`config.mk`:
```
export PLATFORM = sky130hd
export DESIGN_NAME = brk_match_top
export DESIGN_NICKNAME = d
export VERILOG_FILES = /design/src/rtl/brk_pkg.sv /design/src/rtl/brk_cmp.sv /design/src/rtl/brk_ctrl.sv /design/src/rtl/brk_datapath.sv /design/src/rtl/brk_match_top.sv
export SDC_FILE = /design/constraint.sdc
export NUM_CORES = 1
export LEC_CHECK = 0
export BUFFER_PORTS_ARGS = -buffer_cell sky130_fd_sc_hd__buf_2
export CAP_MARGIN = 20
export CORE_MARGIN = 8
export CORE_UTILIZATION = 57
export DETAILED_ROUTE_END_ITERATION = 16
export HOLD_SLACK_MARGIN = 0.12
export PLACE_DENSITY = 0.84
export SLEW_MARGIN = 15
export SYNTH_ARGS = -nofsm -noshare
export SYNTH_HDL_FRONTEND = slang
export SYNTH_SLANG_ARGS = --single-unit
```
`constraint.sdc`:
```
create_clock -name clk -period 3.29 [get_ports clk]
set_clock_uncertainty 0.05 [all_clocks]
set_input_delay 0.658 -clock clk [delete_from_list [all_inputs] [get_ports clk]]
set_output_delay 0.658 -clock clk [all_outputs]
set_load 0.1 [all_outputs]
```
`src/rtl/brk_pkg.sv`:
```
package brk_pkg;
  localparam int NUM_SLOTS  = 4;
  localparam int PROG_SLOTS = 2;
  localparam int PAIR_LO    = 2;
  localparam int PAIR_HI    = 3;

  localparam int CTL_W  = 3;
  localparam int CTL_EN = 0;
  localparam int CTL_RD = 1;
  localparam int CTL_WR = 2;

  localparam logic [3:0] REG_VAL_BASE = 4'd0;
  localparam logic [3:0] REG_CTL_BASE = 4'd4;
  localparam logic [3:0] REG_MODE     = 4'd8;
  localparam logic [3:0] REG_CLEAR    = 4'd9;

  typedef enum logic [1:0] {
    MODE_SPLIT      = 2'd0,
    MODE_PROG_RANGE = 2'd1,
    MODE_DATA_RANGE = 2'd2,
    MODE_RSVD       = 2'd3
  } brk_mode_e;

  typedef struct packed {
    logic [NUM_SLOTS-1:0] valWe;
    logic [NUM_SLOTS-1:0] ctlWe;
    logic                 clrWe;
  } brk_strobe_t;
endpackage

```
`src/rtl/brk_cmp.sv`:
```
module brk_cmp #(
  parameter int W = 16
) (
  input  logic [W-1:0] addr,
  input  logic [W-1:0] value,
  input  logic [W-1:0] mask,
  output logic         eq
);
  assign eq = ((addr ^ value) & mask) == '0;
endmodule

```
`src/rtl/brk_ctrl.sv`:
```
module brk_ctrl
  import brk_pkg::*;
#(
  parameter int CFG_AW = 4
) (
  input  logic              clk,
  input  logic              rst_n,
  input  logic              dbgEnable,
  input  logic              cfgWe,
  input  logic [CFG_AW-1:0] cfgAddr,
  input  logic [1:0]        modeData,
  output brk_strobe_t       stb,
  output brk_mode_e         mode
);
  logic weOk;
  assign weOk = cfgWe & dbgEnable;

  always_comb begin
    stb = '0;
    for (int i = 0; i < NUM_SLOTS; i++) begin
      stb.valWe[i] = weOk && (cfgAddr == CFG_AW'(REG_VAL_BASE + i));
      stb.ctlWe[i] = weOk && (cfgAddr == CFG_AW'(REG_CTL_BASE + i));
    end
    stb.clrWe = weOk && (cfgAddr == CFG_AW'(REG_CLEAR));
  end

  always_ff @(posedge clk or negedge rst_n) begin
    if (!rst_n)
      mode <= MODE_SPLIT;
    else if (weOk && cfgAddr == CFG_AW'(REG_MODE))
      mode <= brk_mode_e'(modeData);
  end
endmodule

```
`src/rtl/brk_datapath.sv`:
```
module brk_datapath
  import brk_pkg::*;
#(
  parameter int PC_W  = 16,
  parameter int DA_W  = 16,
  parameter int VAL_W = 16
) (
  input  logic                 clk,
  input  logic                 rst_n,
  input  brk_strobe_t          stb,
  input  logic [VAL_W-1:0]     wdata,
  input  brk_mode_e            mode,
  input  logic                 gateOn,
  input  logic                 fetchValid,
  input  logic [PC_W-1:0]      fetchAddr,
  input  logic                 dataValid,
  input  logic                 dataWrite,
  input  logic [DA_W-1:0]      dataAddr,
  output logic                 breakReq,
  output logic [NUM_SLOTS-1:0] hitFlags
);
  logic [VAL_W-1:0]     slotVal [NUM_SLOTS];
  logic [CTL_W-1:0]     slotCtl [NUM_SLOTS];
  logic [VAL_W-1:0]     fetchExt, dataExt, rangeAddr;
  logic [NUM_SLOTS-1:0] exactEq, qualOk, hitNow, clrBits;
  logic                 rangeEq;

  assign fetchExt  = VAL_W'(fetchAddr);
  assign dataExt   = VAL_W'(dataAddr);
  assign rangeAddr = (mode == MODE_PROG_RANGE) ? fetchExt : dataExt;
  assign clrBits   = stb.clrWe ? wdata[NUM_SLOTS-1:0] : '0;

  always_ff @(posedge clk or negedge rst_n) begin
    if (!rst_n) begin
      for (int i = 0; i < NUM_SLOTS; i++) begin
        slotVal[i] <= '0;
        slotCtl[i] <= '0;
      end
    end else begin
      for (int i = 0; i < NUM_SLOTS; i++) begin
        if (stb.valWe[i]) slotVal[i] <= wdata;
        if (stb.ctlWe[i]) slotCtl[i] <= wdata[CTL_W-1:0];
      end
    end
  end

  for (genvar g = 0; g < NUM_SLOTS; g++) begin : g_exact
    if (g < PROG_SLOTS) begin : g_prog
      brk_cmp #(.W(VAL_W)) u_cmp (
        .addr(fetchExt), .value(slotVal[g]), .mask({VAL_W{1'b1}}), .eq(exactEq[g])
      );
    end else begin : g_data
      brk_cmp #(.W(VAL_W)) u_cmp (
        .addr(dataExt), .value(slotVal[g]), .mask({VAL_W{1'b1}}), .eq(exactEq[g])
      );
    end
    assign qualOk[g] = dataWrite ? slotCtl[g][CTL_WR] : slotCtl[g][CTL_RD];
  end

  brk_cmp #(.W(VAL_W)) u_range (
    .addr(rangeAddr), .value(slotVal[PAIR_LO]), .mask(slotVal[PAIR_HI]), .eq(rangeEq)
  );

  always_comb begin
    hitNow = '0;
    for (int i = 0; i < PROG_SLOTS; i++)
      hitNow[i] = slotCtl[i][CTL_EN] & fetchValid & exactEq[i];
    case (mode)
      MODE_PROG_RANGE:
        hitNow[PAIR_LO] = slotCtl[PAIR_LO][CTL_EN] & fetchValid & rangeEq;
      MODE_DATA_RANGE:
        hitNow[PAIR_LO] = slotCtl[PAIR_LO][CTL_EN] & dataValid & qualOk[PAIR_LO] & rangeEq;
      default:
        for (int i = PROG_SLOTS; i < NUM_SLOTS; i++)
          hitNow[i] = slotCtl[i][CTL_EN] & dataValid & qualOk[i] & exactEq[i];
    endcase
    if (!gateOn) hitNow = '0;
  end

  always_ff @(posedge clk or negedge rst_n) begin
    if (!rst_n) begin
      breakReq <= 1'b0;
      hitFlags <= '0;
    end else begin
      breakReq <= |hitNow;
      hitFlags <= (hitFlags & ~clrBits) | hitNow;
    end
  end
endmodule

```
`src/rtl/brk_match_top.sv`:
```
module brk_match_top
  import brk_pkg::*;
#(
  parameter int PC_W   = 16,
  parameter int DA_W   = 16,
  parameter int CFG_AW = 4,
  localparam int VAL_W = (PC_W > DA_W) ? PC_W : DA_W
) (
  input  logic                 clk,
  input  logic                 rst_n,
  input  logic                 dbgEnable,
  input  logic                 cfgWe,
  input  logic [CFG_AW-1:0]    cfgAddr,
  input  logic [VAL_W-1:0]     cfgData,
  input  logic                 fetchValid,
  input  logic [PC_W-1:0]      fetchAddr,
  input  logic                 dataValid,
  input  logic                 dataWrite,
  input  logic [DA_W-1:0]      dataAddr,
  output logic                 breakReq,
  output logic [NUM_SLOTS-1:0] hitFlags
);
  brk_strobe_t stb;
  brk_mode_e   mode;

  brk_ctrl #(.CFG_AW(CFG_AW)) u_ctrl (
    .clk(clk), .rst_n(rst_n), .dbgEnable(dbgEnable), .cfgWe(cfgWe),
    .cfgAddr(cfgAddr), .modeData(cfgData[1:0]), .stb(stb), .mode(mode)
  );

  brk_datapath #(.PC_W(PC_W), .DA_W(DA_W), .VAL_W(VAL_W)) u_dp (
    .clk(clk), .rst_n(rst_n), .stb(stb), .wdata(cfgData), .mode(mode),
    .gateOn(dbgEnable), .fetchValid(fetchValid), .fetchAddr(fetchAddr),
    .dataValid(dataValid), .dataWrite(dataWrite), .dataAddr(dataAddr),
    .breakReq(breakReq), .hitFlags(hitFlags)
  );
endmodule

```
==> impl_metrics.toml <==
[pwr]
power_density_mw_per_mm2 = 567
ir_drop_uv = 365
leakagePower_nw = 2.22
p_total_w = 0.00281

[hold_path]
hold_path.class = "input port to async pin"

[timing]
setup_slack_ps = 434
grt_setup_unrepaired = "no"
maxClockFrequency_mhz = 350
tightest_slew_ps = 522
fin_tns_setup_ps = 0
setup_viol = 0
hold_slack_ps = 197
final_hold_viol_count = 0
fin_crit_ps = 2860
drv_slew = 0
post-route-period-util = 0.868
slew_headroom = 0.651

[place]
dp_slack_ps = 474
place.port_buffers = 63
dpl.hpwl_um = 8440
placed_cell_area_mm2 = 0.00473
gp_congestion = 0.942

[setup_path]
ff2ff_path_depth = 9
r2r_start = "u_ctrl.mode[1]$_DFFE_PN0P_"
crit_fanout = 7
critical_path_arrival_ps = 3100
r2r-end = "u_dp.breakReq$_DFF_PN0_"
start_kind = "register"
max_stage_delay_ps = 480
worst-endpoint-required_ps = 3530
cp_slowest_cell = "a2111oi_2"
ff2ff_setup_slack_ps = 430
crit_chain = "inv_1 > ha_1 > buf_4 > mux2i_1 > mux2i_1 > a2111oi_1 > nand4_1 > a2111oi_2 > nand4b_1"
critPathKind = "register to register"
critPathCaptureType = "register"
crit_path_frequent_cell = "mux2i_1"

[clock_tree]
hold_buffers = 0
cts.path.max_buffers = 2
cts_resized = 0
cts_setup_buffers = 0
clk_latency_ps = 360
root_buffer = "clkbuf_8"
cts_sinks = 79
cts_tree = "yes"
cts_buffers = 9
cts.clk_slew.worst_paths_ps = 80
cts_max_level = 3

[grt]
grt_pass1_wl_um = 17200
grt_max_degree = 80
antenna_found_initial = 0
grt_overflow = 0
grtUsageTotal = 0.220
first_global_vias = 3257

[yosys]
yosysUniqueCellTypes = 30
ys_seq_area_frac = 0.460
syn_area_mm2 = 0.00429
synth_cells = 364
syn_nets = 426
avgSynthCellArea_um2 = 11.8
yosysWarnings = 0
ys_ff_latch = 79

[finish]
fillers = 595
area_growth_pct = 15.4
num_antenna_cells = 0
drive_gt1_frac = 0.347
final_design_area_no_fill_mm2 = 0.00496
fin_nets = 498

[route]
first_pass_iters = 4
drtIter0Drc = 192
totalWireLength_um = 11000
num_vias = 3113
antenna_left = 0
wl_per_cell_um = 20.3
remaining_drc_errors = 0
via_per_inst = 5.76

[floorplanning]
die_area_mm2 = 0.0106
row_count = 31
core_area_mm2 = 0.00729
die_width_um = 103
die_h_um = 103
ios = 64
initial_core_util = 0.589

[status]
status = "complete, no violations"

[run]
cap_violations = 0
==> cell usage in the layout, fill, tap and decap left out, types with 7 or more instances in the layout <==
cell / count
nand2_1: 32
o21ai_0: 14
xnor2_1: 56
buf_2: 62
xor2_1: 12
nand4_1: 18
buf_4: 7
clkbuf_8: 10
dfrtp_1: 79
nand2b_1: 12
mux2i_1: 30
mux2_2: 63
==> stage by stage <==
stage          std cells   util
3_3_place_gp         523  0.649
3_5_place_dp         523  0.649
4_1_cts              539  0.676
2_1_floorplan        364      -
5_1_grt              540  0.680
6_report             540  0.680
==> flip-flops by register name, indices dropped and copies added (netlist names) <==
name,cells
u_dp.slotVal,64
u_dp.hitFlags,4
u_ctrl.mode,2
u_dp.breakReq,1
u_dp.slotCtl,8
==> per-layer routing <==
metal | vias to the layer above | wire length (um) | share of wire | track usage
met2 | 103 | 5340 | 0.49 | 0.361
met3 | 14 | 769 | 0.070 | 0.0398
met5 | - | 0 | 0 | 0
met4 | 0 | 204 | 0.019 | 0.0901
met1 | 1566 | 4680 | 0.43 | 0.281
li1 | 1430 | - | - | -
==> report_power, final <==
part / total (W) / internal, W / switching (W)
combinational: 0.000761 / 0.000386 / 0.000376
clock: 0.000728 / 0.000367 / 0.000361
sequential: 0.00132 / 0.00115 / 0.000166
==> final cells by class <==
| class | instances | area [um^2] | share of cell area |
|---|---|---|---|
| Clock buffer | 10 | 138 | 0.0278 |
| Clock inverter | 6 | 60.1 | 0.0121 |
| Inverter | 5 | 18.8 | 0.00379 |
| Multi-Input combinational cell | 271 | 2250 | 0.454 |
| Sequential cell | 79 | 1980 | 0.399 |
| Tap cell | 99 | 124 | 0.0250 |
| Timing Repair Buffer | 70 | 390 | 0.0787 |
==> cells by family after synthesis <==
logic type               synth area share
XOR/XNOR                            0.139
buffers and inverters              0.0178
multiplexers                        0.235
AO/OA/AOI/OAI                      0.0321
AND/OR/NAND/NOR                     0.107
adder cells (fa/ha/maj)           0.00874
flip-flops                          0.460
==> worst max-delay path: cells and delay by family, from the launching register on <==
family / cells / cell delay [ps]
DFF: 1 / 390
AOI/OAI and AO/OA: 2 / 860
muxes: 2 / 350
and+or+nand+nor: 2 / 380
adders and majority gates: 1 / 420
buffers and inverters: 2 / 340
==> worst max path at each step <==
stage | startpoint | end | slack (ps) | cells after the start
6_report | u_ctrl.mode[1]$_DFFE_PN0P_ | u_dp.breakReq$_DFF_PN0_ | 430 | 9
4_1_cts | u_ctrl.mode[1]$_DFFE_PN0P_ | u_dp.breakReq$_DFF_PN0_ | 440 | 9
5_1_grt | u_ctrl.mode[1]$_DFFE_PN0P_ | u_dp.breakReq$_DFF_PN0_ | 190 | 9
2_1_floorplan | cfgAddr[0] | u_dp.slotVal[0]$_DFFE_PN0P_ | 910 | 5
3_3_place_gp | u_ctrl.mode[1]$_DFFE_PN0P_ | u_dp.breakReq$_DFF_PN0_ | 600 | 9
3_5_place_dp | u_ctrl.mode[1]$_DFFE_PN0P_ | u_dp.breakReq$_DFF_PN0_ | 470 | 9
==> synthesized netlist by cell type, drive strengths merged <==
cell type,instances,area [um^2]
clkbuf,7,26.3
nor4,7,50.1
inv,5,18.8
nand2,32,120
mux2,63,709
nand4b,1,8.76
nand3b,2,15.0
dfrtp,79,1980
nand4,18,113
xor2,12,105
o21ai,14,70.1
a2111oi,5,53.8
nor2b,1,6.26
nor4b,1,8.76
xnor2,56,490
buf,2,31.3
ha,3,37.5
a21oi,1,5.00
nand3,1,5.00
mux2i,30,300
nor3b,3,22.5
nand2b,12,75.1
nor2,4,15.0
a21o,1,8.76
nor3,3,15.0
or2,1,6.26
No activity file was read; power rests on OpenSTA's default activity.
